<file path="src/rtl/phase_sel_pkg.sv">
package phase_sel_pkg;
  localparam int REG_W      = 32;
  localparam int FIELD_W    = 3;
  localparam int NUM_FIELDS = 3;
  // field order: 0 = sample phase, 1 = drive phase, 2 = divider
  localparam int FIELD_POS [NUM_FIELDS] = '{0, 16, 24};
  localparam int WAKE_BIT   = 11;
  localparam int HOLD_BIT   = 29;
  localparam int DRIVE_IDX  = 1;
  localparam logic [1:0] MODE_DDR  = 2'b10;
  localparam logic [1:0] MODE_RST  = 2'b00;

  function automatic logic [REG_W-1:0] pack_timing(
    input logic [FIELD_W-1:0] smp,
    input logic [FIELD_W-1:0] drv,
    input logic [FIELD_W-1:0] div);
    logic [REG_W-1:0] w;
    w = '0;
    w[FIELD_POS[0] +: FIELD_W] = smp;
    w[FIELD_POS[1] +: FIELD_W] = drv;
    w[FIELD_POS[2] +: FIELD_W] = div;
    return w;
  endfunction
endpackage

</file>
<file path="src/rtl/psr_rst_sync.sv">
module psr_rst_sync #(
  parameter int STAGES = 2
) (
  input  logic clk,
  input  logic rst_n,
  output logic rst_n_sync
);
  logic [STAGES-1:0] sync_q;
  logic [STAGES-1:0] sync_d;

  always_comb sync_d = {sync_q[STAGES-2:0], 1'b1};

  always_ff @(posedge clk or negedge rst_n) begin
    if (!rst_n) sync_q <= '0;
    else        sync_q <= sync_d;
  end

  assign rst_n_sync = sync_q[STAGES-1];
endmodule

</file>
<file path="src/rtl/psr_fields.sv">
module psr_fields
  import phase_sel_pkg::*;
#(
  parameter int NF = NUM_FIELDS,
  parameter int FW = FIELD_W,
  parameter int DW = REG_W
) (
  input  logic                   clk,
  input  logic                   rst_n,
  input  logic                   wr_en,
  input  logic                   load_en,
  input  logic [DW-1:0]          wdata,
  input  logic [DW-1:0]          preset,
  output logic [NF-1:0][FW-1:0]  field_q
);
  for (genvar g = 0; g < NF; g++) begin : g_fld
    logic [FW-1:0] q;
    logic [FW-1:0] nxt;
    logic          en;

    always_comb begin
      en  = load_en | wr_en;
      nxt = load_en ? preset[FIELD_POS[g] +: FW] : wdata[FIELD_POS[g] +: FW];
    end

    always_ff @(posedge clk or negedge rst_n) begin
      if (!rst_n)  q <= '0;
      else if (en) q <= nxt;
    end

    assign field_q[g] = q;
  end
endmodule

</file>
<file path="src/rtl/psr_wake.sv">
module psr_wake (
  input  logic clk,
  input  logic rst_n,
  input  logic set_pulse,
  input  logic clr_req,
  output logic flag_q
);
  logic flag_d;

  // set outranks clear
  always_comb flag_d = set_pulse | (flag_q & ~clr_req);

  always_ff @(posedge clk or negedge rst_n) begin
    if (!rst_n) flag_q <= 1'b0;
    else        flag_q <= flag_d;
  end
endmodule

</file>
<file path="src/rtl/psr_cmd_merge.sv">
module psr_cmd_merge #(
  parameter int DW  = 32,
  parameter int FW  = 3,
  parameter int BIT = 29
) (
  input  logic [FW-1:0] drive_phase,
  input  logic [DW-1:0] cmd_in,
  output logic [DW-1:0] cmd_out
);
  always_comb begin
    cmd_out = cmd_in;
    if (drive_phase != '0) cmd_out[BIT] = 1'b1;
  end
endmodule

</file>
<file path="src/rtl/phase_sel_reg.sv">
module phase_sel_reg
  import phase_sel_pkg::*;
#(
  parameter logic [FIELD_W-1:0] SDR_SMP = 3'd1,
  parameter logic [FIELD_W-1:0] SDR_DRV = 3'd0,
  parameter logic [FIELD_W-1:0] SDR_DIV = 3'd2,
  parameter logic [FIELD_W-1:0] DDR_SMP = 3'd2,
  parameter logic [FIELD_W-1:0] DDR_DRV = 3'd3,
  parameter logic [FIELD_W-1:0] DDR_DIV = 3'd2
) (
  input  logic             clk,
  input  logic             rst_n,
  input  logic             bus_wr,
  input  logic [REG_W-1:0] bus_wdata,
  output logic [REG_W-1:0] bus_rdata,
  input  logic             wake_evt,
  output logic             wake_irq,
  input  logic [1:0]       timing_mode,
  input  logic [REG_W-1:0] cmd_in,
  output logic [REG_W-1:0] cmd_out
);
  localparam logic [REG_W-1:0] SDR_WORD = pack_timing(SDR_SMP, SDR_DRV, SDR_DIV);
  localparam logic [REG_W-1:0] DDR_WORD = pack_timing(DDR_SMP, DDR_DRV, DDR_DIV);

  logic                                rst_n_i;
  logic [1:0]                          mode_q;
  logic [1:0]                          mode_d;
  logic                                mode_load;
  logic [REG_W-1:0]                    preset_word;
  logic [NUM_FIELDS-1:0][FIELD_W-1:0]  fields;
  logic                                wake_q;

  psr_rst_sync #(.STAGES(2)) u_rst (
    .clk        (clk),
    .rst_n      (rst_n),
    .rst_n_sync (rst_n_i)
  );

  always_comb begin
    mode_d      = timing_mode;
    mode_load   = (timing_mode != mode_q);
    preset_word = (timing_mode == MODE_DDR) ? DDR_WORD : SDR_WORD;
  end

  always_ff @(posedge clk or negedge rst_n_i) begin
    if (!rst_n_i) mode_q <= MODE_RST;
    else          mode_q <= mode_d;
  end

  psr_fields #(.NF(NUM_FIELDS), .FW(FIELD_W), .DW(REG_W)) u_fields (
    .clk     (clk),
    .rst_n   (rst_n_i),
    .wr_en   (bus_wr),
    .load_en (mode_load),
    .wdata   (bus_wdata),
    .preset  (preset_word),
    .field_q (fields)
  );

  psr_wake u_wake (
    .clk       (clk),
    .rst_n     (rst_n_i),
    .set_pulse (wake_evt),
    .clr_req   (bus_wr & bus_wdata[WAKE_BIT]),
    .flag_q    (wake_q)
  );

  psr_cmd_merge #(.DW(REG_W), .FW(FIELD_W), .BIT(HOLD_BIT)) u_merge (
    .drive_phase (fields[DRIVE_IDX]),
    .cmd_in      (cmd_in),
    .cmd_out     (cmd_out)
  );

  always_comb begin
    bus_rdata = '0;
    for (int i = 0; i < NUM_FIELDS; i++) bus_rdata[FIELD_POS[i] +: FIELD_W] = fields[i];
    bus_rdata[WAKE_BIT] = wake_q;
  end

  assign wake_irq = wake_q;
endmodule

</file>
<file path="config.mk">
export PLATFORM = sky130hd
export DESIGN_NAME = phase_sel_reg
export DESIGN_NICKNAME = d
export VERILOG_FILES = /design/src/rtl/phase_sel_pkg.sv /design/src/rtl/psr_rst_sync.sv /design/src/rtl/psr_fields.sv /design/src/rtl/psr_wake.sv /design/src/rtl/psr_cmd_merge.sv /design/src/rtl/phase_sel_reg.sv
export SDC_FILE = /design/constraint.sdc
export NUM_CORES = 1
export LEC_CHECK = 0
export CAP_MARGIN = 25
export CELL_PAD_IN_SITES_DETAIL_PLACEMENT = 2
export CELL_PAD_IN_SITES_GLOBAL_PLACEMENT = 2
export CORE_AREA = 2 2 62 64
export CTS_CLUSTER_SIZE = 16
export DETAILED_ROUTE_END_ITERATION = 16
export DIE_AREA = 0 0 64 66
export DONT_BUFFER_PORTS = 1
export PLACE_DENSITY = 0.9
export SKIP_CTS_REPAIR_TIMING = 1
export SYNTH_ARGS = -nofsm -noshare
export SYNTH_HDL_FRONTEND = slang
export SYNTH_HIERARCHICAL = 1
export SYNTH_SLANG_ARGS = --single-unit
</file>
<file path="constraint.sdc">
create_clock -name clk -period 2.9 [get_ports clk]
set_clock_uncertainty 0.05 [all_clocks]
set_input_delay 0.29 -clock clk [delete_from_list [all_inputs] [get_ports clk]]
set_output_delay 0.29 -clock clk [all_outputs]
set_load 0.03 [all_outputs]
</file>
==> results of run 1 <==
registers in the layout, indices dropped and copies added (netlist names):
register and cells:
mode_q 2, u_fields/g_fld.q 9, u_rst/sync_q 2, u_wake/flag_q 1
power groups by stage:
stage	Combinational (mW)	Sequential [mW]	Clock (mW)
after floorplan	0.190	0.263	0
after global placement	0.0787	0.271	0
after detailed placement	0.0836	0.272	0
after CTS	0.0837	0.268	0.116
after global routing	0.0963	0.270	0.122
final	0.0871	0.267	0.107
worst max-delay path by stage:
stage / slack, ns / to
final: 1.03 / cmd_out[29]
after global routing: 0.99 / cmd_out[29]
after CTS: 1.01 / cmd_out[29]
after detailed placement: 1.33 / cmd_out[29]
after global placement: 1.33 / cmd_out[29]
after floorplan: 1.36 / cmd_out[29]
layout by cell type (no fill, tap or decap), drive strengths merged:
cell type and instances:
a21o 1, and2 1, and2b 1, clkbuf 3, conb 28, dfrtp 14, dlygate4sd3 3, inv 2
mux2i 9, nand2 10, o21ai 9, or4 1, xnor2 2
cell type report:
cell class | count | area share [%]
Sequential cell | 14 | 43.6
Timing Repair Buffer | 3 | 3.74
Tap cell | 48 | 7.48
Inverter | 2 | 0.935
Clock buffer | 3 | 2.80
Multi-Input combinational cell | 62 | 41.4
layer usage:
| layer | global-route usage [%] | up-vias |
|---|---|---|
| met4 | 1.90 | 0 |
| met3 | 5.96 | 6 |
| li1 | - | 209 |
| met2 | 17.4 | 38 |
| met5 | 0 | - |
| met1 | 7.32 | 252 |
metrics by stage:
step / util, % / instances
floorplan: - / 135
global route: 22.6 / 132
finish: 22.6 / 132
detailed placement: 21.1 / 126
global placement: 21.1 / 126
CTS: 21.8 / 129
cells in the mapped netlist, drive strengths merged:
master and n:
a21o 1, and2 1, and2b 1, buf 57, conb 3, dfrtp 14, inv 2, mux2i 9
nand2 10, o21ai 9, or4 1, xnor2 2
cells by family after synthesis:
group                  count (synthesis)
XOR/XNOR                               2
multiplexers                           9
other                                  3
flip-flops                            14
buffers and inverters                 59
AND/OR/NAND/NOR                       13
AO/OA/AOI/OAI                         10
==> impl_results.md, run 1 <==
- Compound-cell area share of the yosys netlist: 5.82%
- Slew Viols, Final: 0
- Number of cell rows: 22
- DRT antenna net count: 0
- Adder-Cell Fraction of Synth Area: 0%
- Mux contribution to synthesized area: 8.73%
- M1 WL: 563 um
- Switching share of power: 38.5%
- CP Depth: 1
- Setup violations, final: 0
- Clk_lat worst skew: 0.27 ns
- Top-area cell type share of the netlist area: 40.0%
- Power, Total: 0.461 mW
- Ant diodes: 0
- Max stage delay on crit path: 0.75 ns
- Horiz. Die Dim: 64 um
- Fin. Hold Viols: 0
- CTS sink cnt: 14
- CP delay by family, top: simple AND/OR/NAND/NOR gates
- Highest metal used: met4
- Worst slew margin: 60.0%
- Fmax: 535 MHz
- Worst Reg-to-Reg Cells: 4
- DR pass1 iterations: 2
- R2r setup slk: 1.53 ns
- CP Class: reg -> out
- Post-route setup slack: 1.03 ns
- Via/cell ratio: 3.83
- WL/cell: 14.2 um
- Routed via count: 505
- DRC errors left: 0
- Dominant cell type by area after synthesis: buf_4
- CTS tree: yes
- Worst r2r src: mode_q[1]$_DFF_PN0_
- Slew @ Worst Pin: 0.599 ns
- P_int: 0.284 mW
- Nets: 156
- Max_cap viols: 0
- Pwr dens: 574 nW/um2
- Die ar.: 4220 um2
- Mapped Cells: 110
- Final worst hold slack: 0.0504 ns
- Leakage power: 0.400 nW
- Yosys warns: 6
- Clock power share: 23.2%
- Share of cells above drive strength 1: 7.14%
- Hold path endpoint: u_wake/flag_q$_DFF_PN0_
- Worst-path fanout max: 3
- CP Launch Point: u_fields/g_fld[1].q[1]$_DFFE_PN0P_
- Yosys reg bits: 14
- Io pins: 135
- Placement Cell Area: 751 um2
- Seq pwr share: 57.9%
- Synth Area per Inst: 9.38 um2
- Distinct cells, synth: 14
- Post-Synth Simple-Gate Area: 5.82%
- Worst VDD drop: 0.241 mV
- Gpl congestion: 0.569
- Vert. Die Dim: 66 um
- CP Data Arrival Time: 1.53 ns
- Hold_sp: wake_evt
- Share of power burned in combinational logic: 18.9%
- CTS max path bufs: 2
- Worst setup EP type: output port
- Cell Area, Synth: 1030 um2
- Worst min-delay path class: in -> reg
- Post-synthesis xor/xnor area fraction: 1.70%
- Period utilisation layout: 64.4%
- Critical Path RT: 2.56 ns
- Switching pwr: 0.177 mW
- Sequential share of the synthesized area: 33.9%
- Worst setup SP type: flip-flop
- Status: finished, final reports clean
- Routed wl met2: 1050 um
- Worst path cell trace: or4_1
- Wirelength, routed: 1870 um
- Largest family of logic cells by synthesized area: buffers and inverters
- Clk root buf: clkbuf_4
- Area of the multi-input gates: 333 um2
- Port bufs: 0
- First-pass GRT wire length: 2810 um
- Place WS: 1.33 ns
- Initial antenna violation count: 0
- Reg-to-reg endpoint: u_fields/g_fld[2].q[1]$_DFFE_PN0P_
- CTS buffer count: 3
- FF/Latch Area: 350 um2
- Setup_tns: 0 ns
- Htree depth: 1
- Slowest CP cell: or4_1
- Vias in the first global route: 568
- Hold Path Depth: 1
- Initial Utilization: 29.1%
- Worst path bufs/invs: 0
- Final min period: 1.87 ns
- Filler cells: 411
- Global-route usage over all layers: 8.94%
- Clock transition at path regs: 0.08 ns
- Global route overflow: 0
- RSZ-0062 raised after global routing: no
- Met3 WL post-DR: 234 um
- Final instance area: 803 um2
- DP HPWL: 1520 um
- Ranking of synthesized cells by area: buf_4 40%, dfrtp_1 34%, mux2i_1 8.7%
- Largest net degree at the start of global routing: 19
- Core Region: 3550 um2
- Area grow syn2layout: -22.2%
- DRT iter0 DRCs: 13
Power figures use the tool's default switching activity.
==> inputs of run 2 (changes only) <==
--- a/config.mk
+++ b/config.mk
@@ -5,15 +5,16 @@
 export SDC_FILE = /design/constraint.sdc
 export NUM_CORES = 1
 export LEC_CHECK = 0
+export ABC_AREA = 1
 export CAP_MARGIN = 25
 export CELL_PAD_IN_SITES_DETAIL_PLACEMENT = 2
 export CELL_PAD_IN_SITES_GLOBAL_PLACEMENT = 2
-export CORE_AREA = 2 2 62 64
+export CORE_AREA = 2 2 70 72
 export CTS_CLUSTER_SIZE = 16
 export DETAILED_ROUTE_END_ITERATION = 16
-export DIE_AREA = 0 0 64 66
+export DIE_AREA = 0 0 72 74
 export DONT_BUFFER_PORTS = 1
-export PLACE_DENSITY = 0.9
+export PLACE_DENSITY = 0.8
 export SKIP_CTS_REPAIR_TIMING = 1
 export SYNTH_ARGS = -nofsm -noshare
 export SYNTH_HDL_FRONTEND = slang
==> constraint.sdc (replaced) <==
create_clock -name clk -period 1.55 [get_ports clk]
set_clock_uncertainty 0.05 [all_clocks]
set_input_delay 0.155 -clock clk [delete_from_list [all_inputs] [get_ports clk]]
set_output_delay 0.155 -clock clk [all_outputs]
set_load 0.03 [all_outputs]
==> run 2 against run 1 <==
Critical path type unchanged. Core utilization decreased by 3.3 points. First-iteration DRC count decreased by 7.7%. Combinational power increased by 93%. Power increased by 120%. Die area increased by 26%. Global-route usage decreased by 2.0 points. Critical path depth increased by 1. Clock power increased to 3.3 times the previous value.
==> impl_results.md, run 2 <==
- Mux contribution to synthesized area: 0% (-8.7 points)
- Io pins: 135 (unchanged)
- Nets: 179 (+15%)
- Distinct cells, synth: 12 (-2)
- Setup_tns: 0 ns (unchanged)
- Adder-Cell Fraction of Synth Area: 0% (unchanged)
- First-pass GRT wire length: 2680 um (-4.4%)
- CTS max path bufs: 2 (unchanged)
- Yosys reg bits: 14 (unchanged)
- Global route overflow: 0 (unchanged)
- Synth Area per Inst: 8.11 um2 (-14%)
- Dominant cell type by area after synthesis: buf_4
- DRC errors left: 0 (unchanged)
- Vias in the first global route: 578 (+1.8%)
- Port bufs: 0 (unchanged)
- Clk_lat worst skew: 0.24 ns (-0.03 ns)
- Htree depth: 1 (unchanged)
- Pwr dens: 1130 nW/um2 (+96%)
- Setup violations, final: 0 (unchanged)
- Global-route usage over all layers: 6.93% (-2.0 points)
- Max_cap viols: 0 (unchanged)
- Slew @ Worst Pin: 0.546 ns (-0.0524 ns)
- Fmax: 767 MHz
- Slew Viols, Final: 0 (unchanged)
- Fin. Hold Viols: 0 (unchanged)
- Largest family of logic cells by synthesized area: buffers and inverters
- Power, Total: 1.00 mW (+120%)
- Max reg flops: 9 (unchanged)
- Ant diodes: 0 (unchanged)
- Horiz. Die Dim: 72 um (+13%)
- DRT antenna net count: 0 (unchanged)
- Worst-path fanout max: 3 (unchanged)
- Worst path cell trace: nor2_1 > nand2_1
- Clock transition at path regs: 0.06 ns (-0.02 ns)
- Via/cell ratio: 3.62 (-5.4%)
- Final min period: 1.30 ns
- Post-synth ARST share: 100% (unchanged)
- Final instance area: 890 um2 (+11%)
- DP HPWL: 1410 um (-7.1%)
- CTS buffer count: 3 (unchanged)
- Worst setup SP type: flip-flop
- Count leader, synth: buf_4
- Worst VDD drop: 0.211 mV (-12%)
- Worst slew margin: 63.6% (+3.6 points)
- CTS tree: yes
- DR pass1 iterations: 2 (unchanged)
- Die ar.: 5330 um2 (+26%)
- Share of cells above drive strength 1: 7.41% (+0.26 points)
- Largest regs: u_fields/g_fld.q (9), mode_q (2), u_rst/sync_q (2)
- Post-synth EDFFs: 0 (unchanged)
- Hold Path Depth: 2 (+1)
- Routed via count: 586 (+16%)
- Top FF cell, synth: dfrtp_1
- Most common cell after layout, fill and taps aside: conb_1
- Initial Utilization: 22.7% (-6.3 points)
- DRT iter0 DRCs: 12 (-1)
- Core Region: 4600 um2 (+29%)
- Initial antenna violation count: 0 (unchanged)
- R2r setup slk: 0.31 ns (-1.22 ns)
- Number of cell rows: 25 (+14%)
- Most frequent cells in the layout: 28 x conb_1, 26 x nand2_1, 18 x nand3_1
- Largest net degree at the start of global routing: 13 (-6)
- Sequential share of the synthesized area: 33.5% (-0.45 points)
- Worst min-delay path class: in -> reg
- Worst setup EP type: output port
- Compound-cell area share of the yosys netlist: 0% (-5.8 points)
- Vert. Die Dim: 74 um (+12%)
- Gpl congestion: 0.665 (+17%)
- Critical Path RT: 1.34 ns (-1.22 ns)
- Filler cells: 550 (+34%)
- CP Data Arrival Time: 1.10 ns (-0.43 ns)
- Wirelength, routed: 1820 um (-2.7%)
- Top cells by count, synth: 54 x buf_4, 26 x nand2_1, 18 x nand3_1
- Cell Area, Synth: 1050 um2 (+1.3%)
- CP Class: reg -> out
- Top-area cell type share of the netlist area: 38.8% (-1.2 points)
- Post-Synth Simple-Gate Area: 21.2% (+15 points)
- Status: finished, final reports clean
- Worst Reg-to-Reg Cells: 6 (+2)
- WL/cell: 11.2 um (-21%)
- Mapped Cells: 129 (+17%)
- CTS sink cnt: 14 (unchanged)
- Largest Register: u_fields/g_fld.q
- Yosys warns: 6 (unchanged)
- Area grow syn2layout: -15.0%
- Placement Cell Area: 795 um2 (+5.8%)
- Ranking of synthesized cells by area: buf_4 39%, dfrtp_1 33%, nand2_1 9.3%
- Period utilisation layout: 84.1%
- RSZ-0062 raised after global routing: no
- Max stage delay on crit path: 0.53 ns (-0.22 ns)
- Leakage power: 0.459 nW (+15%)
- Clk root buf: clkbuf_8
- Slowest CP cell: dfrtp_1
- Post-synthesis xor/xnor area fraction: 0.837% (-0.86 points)
-- run 2: changes by cell type in the layout (fill, tap and decap cells not counted), sizes merged, moves of 2 or more --
cell   change
inv        +4
o21ai      -9
buf        +2
nand3     +18
nand2     +16
mux2i      -9
nor2       +4
-- run 2: logic make-up after synthesis --
| group | Yosys count |
|---|---|
| xor+xnor | 1 |
| simple gates | 48 |
| flops | 14 |
| other cells | 3 |
| buf+inv | 63 |
-- run 2: area by class of cell --
| cell class | instances | area [um2] | area share [%] |
|---|---|---|---|
| clock buffer | 4 | 55.1 | 6.19 |
| tap | 54 | 67.6 | 7.59 |
| multi-input combinational | 77 | 335 | 37.7 |
| sequential | 14 | 350 | 39.4 |
| timing repair buffer | 6 | 55.1 | 6.19 |
| inverter | 7 | 26.3 | 2.95 |
-- run 2: worst paths after layout --
path,end,start
min,u_fields/g_fld[1].q[2]$_DFFE_PN0P_,bus_wr
max reg2reg,u_fields/g_fld[0].q[0]$_DFFE_PN0P_,mode_q[1]$_DFF_PN0_
max,cmd_out[29],u_fields/g_fld[1].q[1]$_DFFE_PN0P_
min reg2reg,mode_q[1]$_DFF_PN0_,u_rst/sync_q[1]$_DFF_PN0_
min in group asynchronous,u_rst/sync_q[0]$_DFF_PN0_,rst_n
max in group asynchronous,u_fields/g_fld[0].q[2]$_DFFE_PN0P_,u_rst/sync_q[1]$_DFF_PN0_
-- run 2: through the flow --
| step | setup slack [ns] | util [%] | hold WS, ns | cells |
|---|---|---|---|---|
| CTS | 0.229 | 18.5 | -0.456 | 158 |
| global placement | 0.316 | 17.3 | -0.191 | 154 |
| floorplan | 0.470 | - | -0.191 | 154 |
| global route | 0.134 | 19.3 | 0.0383 | 162 |
| detailed placement | 0.274 | 17.3 | -0.191 | 154 |
| finish | 0.247 | 19.3 | 0.0264 | 162 |
-- run 2: routing by layer --
layer  up-vias  global-route usage, %  share of wire (%)
li1        270                      -                  -
met1       276                   6.20                 33
met2        35                   12.2                 50
met3         5                   2.57                 14
met4         0                   6.29                3.2
met5         -                      0                  0
-- run 2: critical path, delay by kind of cell, from the launching register on --
kind,cells,cell delay (ns)
flops,1,0.53
simple gates,2,0.33
-- run 2: power breakdown --
group          internal, mW  switching (mW)
sequential            0.397          0.0806
clock                 0.225           0.130
combinational        0.0380           0.130
total                 0.660           0.341
